==> src/rtl/tlbchk_pkg.sv <==
package tlbchk_pkg;

  typedef enum logic [1:0] {
    PRV_U  = 2'b00,
    PRV_S  = 2'b01,
    PRV_VU = 2'b10,
    PRV_VS = 2'b11
  } priv_e;

  typedef enum logic [2:0] {
    OP_NONE  = 3'd0,
    OP_SFAM  = 3'd1,
    OP_VVFAM = 3'd2,
    OP_GVFAM = 3'd3,
    OP_ORDER = 3'd4
  } op_e;

  typedef enum logic [1:0] {
    V_ALLOW   = 2'd0,
    V_ILL     = 2'd1,
    V_VIRT    = 2'd2,
    V_FOREIGN = 2'd3
  } verdict_e;

  localparam logic [6:0] OPC_SYSTEM   = 7'b1110011;
  localparam logic [6:0] F7_S_INV     = 7'b0001011;
  localparam logic [6:0] F7_S_FEN     = 7'b0001001;
  localparam logic [6:0] F7_VV_INV    = 7'b0010011;
  localparam logic [6:0] F7_VV_FEN    = 7'b0010001;
  localparam logic [6:0] F7_GV_INV    = 7'b0110011;
  localparam logic [6:0] F7_GV_FEN    = 7'b0110001;
  localparam logic [6:0] F7_ORDER     = 7'b0001100;
  localparam int         CAUSE_ILLEGAL = 2;
  localparam int         CAUSE_VIRTUAL = 22;

  function automatic op_e classify(input logic [31:0] w);
    op_e r;
    r = OP_NONE;
    if (w[6:0] == OPC_SYSTEM && w[14:12] == 3'b000 && w[11:7] == 5'd0) begin
      unique case (w[31:25])
        F7_S_INV,  F7_S_FEN:  r = OP_SFAM;
        F7_VV_INV, F7_VV_FEN: r = OP_VVFAM;
        F7_GV_INV, F7_GV_FEN: r = OP_GVFAM;
        F7_ORDER:
          if (w[19:15] == 5'd0 && w[24:21] == 4'd0) r = OP_ORDER;
        default: r = OP_NONE;
      endcase
    end
    return r;
  endfunction

  // Illegal conditions are tested before virtual ones: fixed precedence.
  function automatic verdict_e judge(input op_e op, input priv_e pm,
                                     input logic tvm, input logic vtvm);
    logic fam;
    fam = (op == OP_SFAM) || (op == OP_VVFAM) || (op == OP_GVFAM);
    if (op == OP_NONE)                                   return V_FOREIGN;
    if (op == OP_ORDER)                                  return V_ALLOW;
    if (fam && pm == PRV_U)                              return V_ILL;
    if (pm == PRV_S && tvm && (op == OP_SFAM || op == OP_GVFAM)) return V_ILL;
    if ((pm == PRV_VS || pm == PRV_VU) && op != OP_SFAM) return V_VIRT;
    if (pm == PRV_VU)                                    return V_VIRT;
    if (pm == PRV_VS && vtvm)                            return V_VIRT;
    return V_ALLOW;
  endfunction

endpackage

==> src/rtl/tlbchk_decode.sv <==
module tlbchk_decode
  import tlbchk_pkg::*;
#(
  parameter int ILEN = 32
) (
  input  logic [ILEN-1:0] instr,
  output op_e             op,
  output logic            inval_hit,
  output logic            order_hit
);
  always_comb begin
    op        = classify(instr[31:0]);
    inval_hit = (op == OP_SFAM) || (op == OP_VVFAM) || (op == OP_GVFAM);
    order_hit = (op == OP_ORDER);
  end
endmodule

==> src/rtl/tlbchk_rules.sv <==
module tlbchk_rules
  import tlbchk_pkg::*;
(
  input  op_e      op,
  input  priv_e    pm,
  input  logic     tvm,
  input  logic     vtvm,
  output verdict_e verdict
);
  always_comb verdict = judge(op, pm, tvm, vtvm);
endmodule

==> src/rtl/tlbinv_perm_check.sv <==
module tlbinv_perm_check
  import tlbchk_pkg::*;
#(
  parameter int CAUSE_W = 6,
  parameter int ILEN    = 32,
  parameter int PRIV_W  = 2
) (
  input  logic               clk,
  input  logic               rst_n,
  input  logic               i_strobe,
  input  logic [ILEN-1:0]    i_instr,
  input  logic [PRIV_W-1:0]  i_priv,
  input  logic               i_tvm,
  input  logic               i_vtvm,
  output logic               o_valid,
  output logic               o_allow,
  output logic               o_illegal,
  output logic               o_virtual,
  output logic               o_foreign,
  output logic [CAUSE_W-1:0] o_cause
);
  localparam logic [CAUSE_W-1:0] C_ILL  = CAUSE_W'(CAUSE_ILLEGAL);
  localparam logic [CAUSE_W-1:0] C_VIRT = CAUSE_W'(CAUSE_VIRTUAL);

  op_e      op_w;
  verdict_e verdict_w;
  logic     w_inval_hit;
  logic     w_order_hit;
  priv_e    priv_w;

  assign priv_w = priv_e'(i_priv[1:0]);

  tlbchk_decode #(.ILEN(ILEN)) u_dec (
    .instr     (i_instr),
    .op        (op_w),
    .inval_hit (w_inval_hit),
    .order_hit (w_order_hit)
  );

  tlbchk_rules u_rules (
    .op      (op_w),
    .pm      (priv_w),
    .tvm     (i_tvm),
    .vtvm    (i_vtvm),
    .verdict (verdict_w)
  );

  always_ff @(posedge clk) begin
    if (!rst_n) begin
      o_valid   <= 1'b0;
      o_allow   <= 1'b0;
      o_illegal <= 1'b0;
      o_virtual <= 1'b0;
      o_foreign <= 1'b0;
      o_cause   <= '0;
    end else begin
      o_valid   <= i_strobe;
      o_allow   <= i_strobe && (verdict_w == V_ALLOW);
      o_illegal <= i_strobe && (verdict_w == V_ILL);
      o_virtual <= i_strobe && (verdict_w == V_VIRT);
      o_foreign <= i_strobe && (verdict_w == V_FOREIGN);
      if (i_strobe && verdict_w == V_ILL)       o_cause <= C_ILL;
      else if (i_strobe && verdict_w == V_VIRT) o_cause <= C_VIRT;
      else                                      o_cause <= '0;
    end
  end
endmodule

==> config.mk <==
export PLATFORM = sky130hd
export DESIGN_NAME = tlbinv_perm_check
export DESIGN_NICKNAME = d
export VERILOG_FILES = /design/src/rtl/tlbchk_pkg.sv /design/src/rtl/tlbchk_decode.sv /design/src/rtl/tlbchk_rules.sv /design/src/rtl/tlbinv_perm_check.sv
export SDC_FILE = /design/constraint.sdc
export NUM_CORES = 1
export LEC_CHECK = 0
export ABC_CLOCK_PERIOD_IN_PS = 1100
export CORE_MARGIN = 3
export CORE_UTILIZATION = 22
export DETAILED_ROUTE_END_ITERATION = 6
export PLACE_DENSITY = 0.82
export SYNTH_ARGS = -nofsm -noshare
export SYNTH_HDL_FRONTEND = slang
export SYNTH_SLANG_ARGS = --single-unit
==> constraint.sdc <==
create_clock -name clk -period 1.1 [get_ports clk]
set_input_delay 0.11 -clock clk [delete_from_list [all_inputs] [get_ports clk]]
set_output_delay 0.11 -clock clk [all_outputs]
set_load 0.01 [all_outputs]
Yosys cells after proc, flatten, opt, wreduce, memory -nomap -nowiden:

Cells that the tools add are included.

* bits of input ports: 39
* output and inout bits: 11
* RAM bits: 0
* memories kept: 0
* bits in latches: 0
* bits in registers: 10
* ROM bits: 0
* word-level logic and storage cells: 104

* eq/ne operators: 19
* add/sub/neg operators: 0
* mux-type cells: 50
* bitwise logic cells: 1
* reduce and logical (&&, ||, !) cells: 27
* divide/modulo/power cells: 0
* shifts and indexed selects: 0
* order comparisons: 0
* multipliers: 0

Operators by type and width (number)
* two-way mux 2 bit: 18
* two-way mux 1 bit: 28
* equality test 7 x 4 -> 1 bit (second input constant): 3
* equality test 7 x 5 -> 1 bit (second input constant): 2
* equality test 7 x 6 -> 1 bit (second input constant): 2
* logical AND 1 bit: 12
* one-hot mux 3 bit (4 select lines): 1
* zero test 5 bit: 2
* equality test 2 bit (second input constant): 4
* OR reduction 2 bit: 4
* equality test 7 bit (second input constant): 1
* equality test 3 x 2 -> 1 bit (second input constant): 2
* zero test 3 bit: 2
* two-way mux 3 bit: 2
* two-way mux 5 bit: 1
* equality test 2 x 1 -> 1 bit (second input constant): 2
* zero test 2 bit: 2
* zero test 4 bit: 1
* logical OR 1 bit: 4
* equality test 3 x 1 -> 1 bit (second input constant): 1
* equality test 3 bit (second input constant): 1
* inequality test 3 x 1 -> 1 bit (second input constant): 1
* NOT 1 bit: 1

Depth between registers and ports, before layout:

* depth in word-level cells: 41
* depth in mapped cells: 4
* mapped depth without buffers: 4

Hierarchy:

A second synthesis with hierarchy kept.

* cells, all modules: 53
* area, all modules: 441.7 um^2

By module, submodules not included
* tlbinv_perm_check: instances 1, cells an instance 22, area each 229.0 um^2, sequential area each 140.1 um^2
* tlbchk_decode: instances 1, cells an instance 22, area each 163.9 um^2, sequential area each 0.0 um^2
* tlbchk_rules: instances 1, cells an instance 9, area each 48.8 um^2, sequential area each 0.0 um^2

Least setup slack after synthesis:

Ideal clock, no wire load.

* path type: input-to-reg
* from: input port i_instr[31]
* to: register o_allow
* required time: 0.997 ns
* buffers on the path: 0
* arrival: 1.014 ns
* cell stages on the path: 4
* library setup time: 0.103 ns
* path slack: -0.017 ns
* cell sequence: nor4b_2 > nand4_1 > o22a_1 > a2111oi_2

* longest elaborated chain between the ends: 24
* elaborated cells between the ends (all ways): 57
* classes of those cells: 12 x eq/ne; 33 x mux; 12 x reduce/logical

Ends and longest elaborated chain
* from (decl): RTL line tlbinv_perm_check.sv:11 `input logic [ILEN-1:0] i_instr,`
* equality test 7 x 6 -> 1 bit, or another cell as far along: RTL line tlbchk_pkg.sv:40 `unique case (w[31:25])`
* OR reduction 2 bit: RTL line tlbchk_pkg.sv:40
* one-hot mux 3 bit (4 select lines) (*): RTL line tlbchk_pkg.sv:40
* two-way mux 3 bit (*): RTL line tlbchk_pkg.sv:39 `if (w[6:0] == OPC_SYSTEM && w[14:12] == 3'b000 && w[11:7] == 5'd0) begin`
* equality test 3 x 1 -> 1 bit or equality test 3 x 2 -> 1 bit (tied branches): RTL line tlbchk_pkg.sv:56, tlbchk_pkg.sv:60
* logical OR 1 bit (2 in a row): RTL line tlbchk_pkg.sv:56 `fam = (op == OP_SFAM) || (op == OP_VVFAM) || (op == OP_GVFAM);`
* logical AND 1 bit: RTL line tlbchk_pkg.sv:59 `if (fam && pm == PRV_U) return V_ILL;`
* two-way mux 2 bit (2 in a row): RTL line tlbchk_pkg.sv:59
* [6 not listed]
* two-way mux 2 bit: RTL line tlbchk_pkg.sv:63 `if (pm == PRV_VS && vtvm) return V_VIRT;`
* two-way mux 2 bit: RTL line tlbchk_pkg.sv:62 `if (pm == PRV_VU) return V_VIRT;`
* two-way mux 2 bit: RTL line tlbchk_pkg.sv:61 `if ((pm == PRV_VS || pm == PRV_VU) && op != OP_SFAM) return V_VIRT;`
* two-way mux 2 bit: RTL line tlbchk_pkg.sv:60 `if (pm == PRV_S && tvm && (op == OP_SFAM || op == OP_GVFAM)) return V_ILL;`
* two-way mux 2 bit: RTL line tlbchk_pkg.sv:59
* two-way mux 2 bit (*): RTL line tlbchk_pkg.sv:58 `if (op == OP_ORDER) return V_ALLOW;`
* zero test 2 bit (*): RTL line tlbinv_perm_check.sv:58 `o_allow <= i_strobe && (verdict_w == V_ALLOW);`
* logical AND 1 bit (*): RTL line tlbinv_perm_check.sv:58
* to (signal assigned): RTL line tlbinv_perm_check.sv:58
* to (decl): RTL line tlbinv_perm_check.sv:16 `output logic o_allow,`

Mark *: on every way between the ends. The rest lies on a longest branch, timed or not. The select of a mux whose other input is x is not followed.
A chain may end at the register's enable or synchronous reset.

Worst setup path in the final report:

* from: input port i_instr[24]
* to: register o_allow

* longest elaborated chain between the ends: 25
* elaborated cells between the ends (all ways): 50
* classes of those cells: 5 x eq/ne; 34 x mux; 11 x reduce/logical

Ends and longest elaborated chain
* zero test 4 bit (*): RTL line tlbchk_pkg.sv:45 `if (w[19:15] == 5'd0 && w[24:21] == 4'd0) r = OP_ORDER;`
* logical AND 1 bit (*): RTL line tlbchk_pkg.sv:45
* two-way mux 3 bit (*): RTL line tlbchk_pkg.sv:45
* one-hot mux 3 bit (4 select lines) (*): RTL line tlbchk_pkg.sv:40
* two-way mux 3 bit (*): RTL line tlbchk_pkg.sv:39
* equality test 3 x 1 -> 1 bit or equality test 3 x 2 -> 1 bit (tied branches): RTL line tlbchk_pkg.sv:56, tlbchk_pkg.sv:60
* logical OR 1 bit (2 in a row): RTL line tlbchk_pkg.sv:56
* logical AND 1 bit: RTL line tlbchk_pkg.sv:59
* [8 not listed]
* two-way mux 2 bit: RTL line tlbchk_pkg.sv:63
* two-way mux 2 bit: RTL line tlbchk_pkg.sv:62
* two-way mux 2 bit: RTL line tlbchk_pkg.sv:61
* two-way mux 2 bit: RTL line tlbchk_pkg.sv:60
* two-way mux 2 bit: RTL line tlbchk_pkg.sv:59
* two-way mux 2 bit (*): RTL line tlbchk_pkg.sv:58
* zero test 2 bit (*): RTL line tlbinv_perm_check.sv:58
* logical AND 1 bit (*): RTL line tlbinv_perm_check.sv:58

Marked as above.

==> impl_metrics.sql <==
INSERT INTO impl_metrics (metric_group, metric, value, unit) VALUES
('setup_path', 'startpoint_type', 'input port', ''),
('min_path', 'hold_class', 'input port to register', ''),
('pwr', 'leakagePower', '0.000523', 'uW'),
('clock_tree', 'cts_made_buffers', '3', ''),
('synthesis', 'sequential_fraction_of_the_synthesis_area', '34.8', '%'),
('cells_and_area', 'num-nets-final', '138', ''),
('pwr', 'design_power_total', '675', 'uW'),
('synthesis', 'synth-edff-count', '0', ''),
('synthesis', 'share_of_synthesized_registers_carrying_an_async_set_or_reset', '0', '%'),
('placed_design', 'dpl.cell_count', '117', ''),
('sta', 'hold_viol', '0', ''),
('clock_tree', 'tritoncts_clock_tree', 'done', ''),
('placed_design', 'post-dp-hpwl', '1.14', 'mm'),
('sta', 'setup_viol', '0', ''),
('cells_and_area', 'postLayoutCoreUtil', '60.8', '%'),
('drt', 'post_drt_via_cell_ratio', '4.36', ''),
('pwr', 'power_density_of_the_placed_cells', '689', 'nW/um2'),
('synthesis', 'yosys.cell_count.top_type', 'dfxtp_1', ''),
('setup_path', 'critical_path_class', 'input port to register', ''),
('pwr', 'peak_ir_drop_on_the_vdd_network', '0.287', 'mV'),
('grt', 'grt.total_usage', '10.5', '%'),
('clock_tree', 'clkTransAtPathRegs', '0.05', 'ns'),
('setup_path', 'worst_path_max_fanout', '3', ''),
('floorplanning', 'dieArea', '2380', 'um2'),
('drt', 'starting_drc_count_in_detailed_routing', '2', ''),
('sta', 'final_max_slew_viol_count', '0', ''),
('synthesis', 'ys_seq_elements', '7', ''),
('drt', 'remaining_drc_errors', '0', ''),
('synthesis', 'synthDominantCellAreaShare', '34.8', '%'),
('clock_tree', 'clk_root_buffer_cell', 'clkbuf_4', ''),
('job', 'cap_violations', '0', ''),
('synthesis', 'synth.avg_cell_area', '8.95', 'um2'),
('floorplanning', 'core.rowCount', '14', ''),
('placed_design', 'port_buffers', '45', ''),
('sta', 'final_worst_path_cycle_share', '96.2', '%'),
('clock_tree', 'max-clock-path-buffers', '2', ''),
('sta', 'finalWorstSetupSlack', '0.0415', 'ns'),
('clock_tree', 'clock_sink_count', '7', ''),
('synthesis', 'synth_ff_type', 'dfxtp_1', ''),
('setup_path', 'critical_path_required', '1.25', 'ns'),
('drt', 'route.detailed.wl_per_inst', '11.6', 'um'),
('cells_and_area', 'num_antenna_cells', '0', ''),
('floorplanning', 'floorplan.die.width', '48.8', 'um'),
('floorplanning', 'floorplan.initialDensity', '25.0', '%'),
('status', 'run_status', 'finished, final reports clean', ''),
('floorplanning', 'io-pin-count', '50', ''),
('floorplanning', 'floorplan.core_area', '1610', 'um2'),
('cells_and_area', 'multi_input_comb_area', '313', 'um2'),
('sta', 'top_achievable_clock_speed', '945', 'MHz'),
('grt', 'grt_start_max_net_pins', '6', ''),
('cells_and_area', 'final_area', '980', 'um2'),
('drt', 'detail_route.wirelength', '1.42', 'mm'),
('cells_and_area', 'area_growth', '143', '%'),
('grt', 'number_of_antenna_violations_at_the_first_check_in_global_routing', '0', ''),
('placed_design', 'postPlaceCellArea', '913', 'um2'),
('cells_and_area', 'final.fill_count', '159', ''),
('setup_path', 'cp.arrival', '1.21', 'ns'),
('setup_path', 'worst_setup_path_end_kind', 'register', ''),
('synthesis', 'synth_top_cell_by_area', 'dfxtp_1', ''),
('drt', 'vias', '532', ''),
('cells_and_area', 'final-seq-area', '140', 'um2'),
('placed_design', 'place_ws', '-0.518', 'ns'),
('drt', 'postRouteAntennaNets', '0', ''),
('synthesis', 'synthesis.yosys.warnings', '0', ''),
('grt', 'first_pass_grt_wire_length', '1.93', 'mm'),
('cells_and_area', 'instances_no_fill', '122', ''),
('drt', 'dr.pass1.iters', '2', ''),
('clock_tree', 'ctsHtreeMaxLevel', '1', ''),
('cells_and_area', 'layout-drive-gt1-share', '29.6', '%'),
('placed_design', 'gp_congestion', '0.700', ''),
('synthesis', 'synth.top_cells.by_area', 'dfxtp_1, buf_4, and2_1', ''),
('sta', 'finalCriticalPeriod', '1.06', 'ns'),
('grt', 'grt_pass1_vias', '495', ''),
('synthesis', 'synth_cells', '45', ''),
('grt', 'grt-ovfl-total', '0', ''),
('synthesis', 'synth_commonest_cells', 'dfxtp_1, buf_4, and2_1, inv_1, nor3_1', ''),
('floorplanning', 'floorplan.die.height', '48.8', 'um'),
('synthesis', 'post_synth_instance_area', '403', 'um2'),
('synthesis', 'synth_cell_types', '26', '');
-- placed cells by master (no fill, tap or decap), drive strengths merged, types with 2 or more instances in the layout --
master         netlist  layout
nor2                 2       2
nor3b                2       2
nor3                 3       3
buf                  4       7
nand4                2       2
clkbuf               0       9
clkdlybuf4s50        0       3
dlymetal6s2s         0       9
and2                 3       3
inv                  3       3
conb                 1       3
dfxtp                7       7
dlygate4sd2          0      20
clkdlybuf4s15        0       6
nor4                 2       2
-- final cells by class --
class	instances	share of cell area (%)
inverter	3	1.15
sequential	7	14.3
tap	24	3.07
clock inverter	1	0.511
multi-input combinational	33	31.9
clock buffer	3	2.30
timing repair buffer	51	46.7
-- through the flow --
stage	hold slack, ns	TNS (ns)
after floorplan	0.270	0
after global placement	0.739	-2.59
after CTS	0.408	-0.0636
final	0.334	0
after detailed placement	0.745	-2.78
after global routing	0.378	-0.0243
-- power breakdown --
part           switching (uW)  internal [uW]  total [uW]
clock                    98.0            133         231
combinational            68.2            118         186
sequential              0.652            258         258
-- worst max-delay path: stages --
cell and delay [ns]:
dlygate4sd2_1 0.25, nor3_2 0.19, nand4_1 0.19, o22a_1 0.29, a2111oi_4 0.19
-- state kept, by name (all words and copies together) (netlist names) --
name	flops
o_cause	2
o_allow	1
o_foreign	1
o_illegal	1
o_valid	1
o_virtual	1
-- logic make-up (layout without fill, tap and decap cells) --
logic type / Yosys count / in the layout / synth area share (%)
simple gates: 22 / 22 / 38.5
compound gates: 8 / 8 / 15.5
flops: 7 / 7 / 34.8
buf+inv: 7 / 58 / 10.2
other cells: 1 / 3 / 0.931
-- path summary, 6_finish.rpt --
| path | from | to | depth (start not counted) |
|---|---|---|---|
| setup / recovery | i_instr[24] | o_allow$_SDFF_PN0_ | 5 |
| hold / removal | i_instr[9] | o_cause[1]$_SDFF_PN0_ | 5 |
-- per-layer routing --
| metal | part of all wire, % | track usage, % |
|---|---|---|
| met5 | 0 | 0 |
| met4 | 2.0 | 8.53 |
| met3 | 7.6 | 2.45 |
| met2 | 58 | 19.7 |
| met1 | 33 | 9.31 |
-- repair_timing --
| item | in CTS | in global routing |
|---|---|---|
| setup endpoints to repair | 14 | 6 |
| gates cloned | 0 | 0 |
| setup buffers | 0 | 1 |
| pin swaps | 11 | 14 |
| resized for setup | 44 | 31 |
| hold buffers | 0 | 0 |
(Power assumes the default switching activity.)
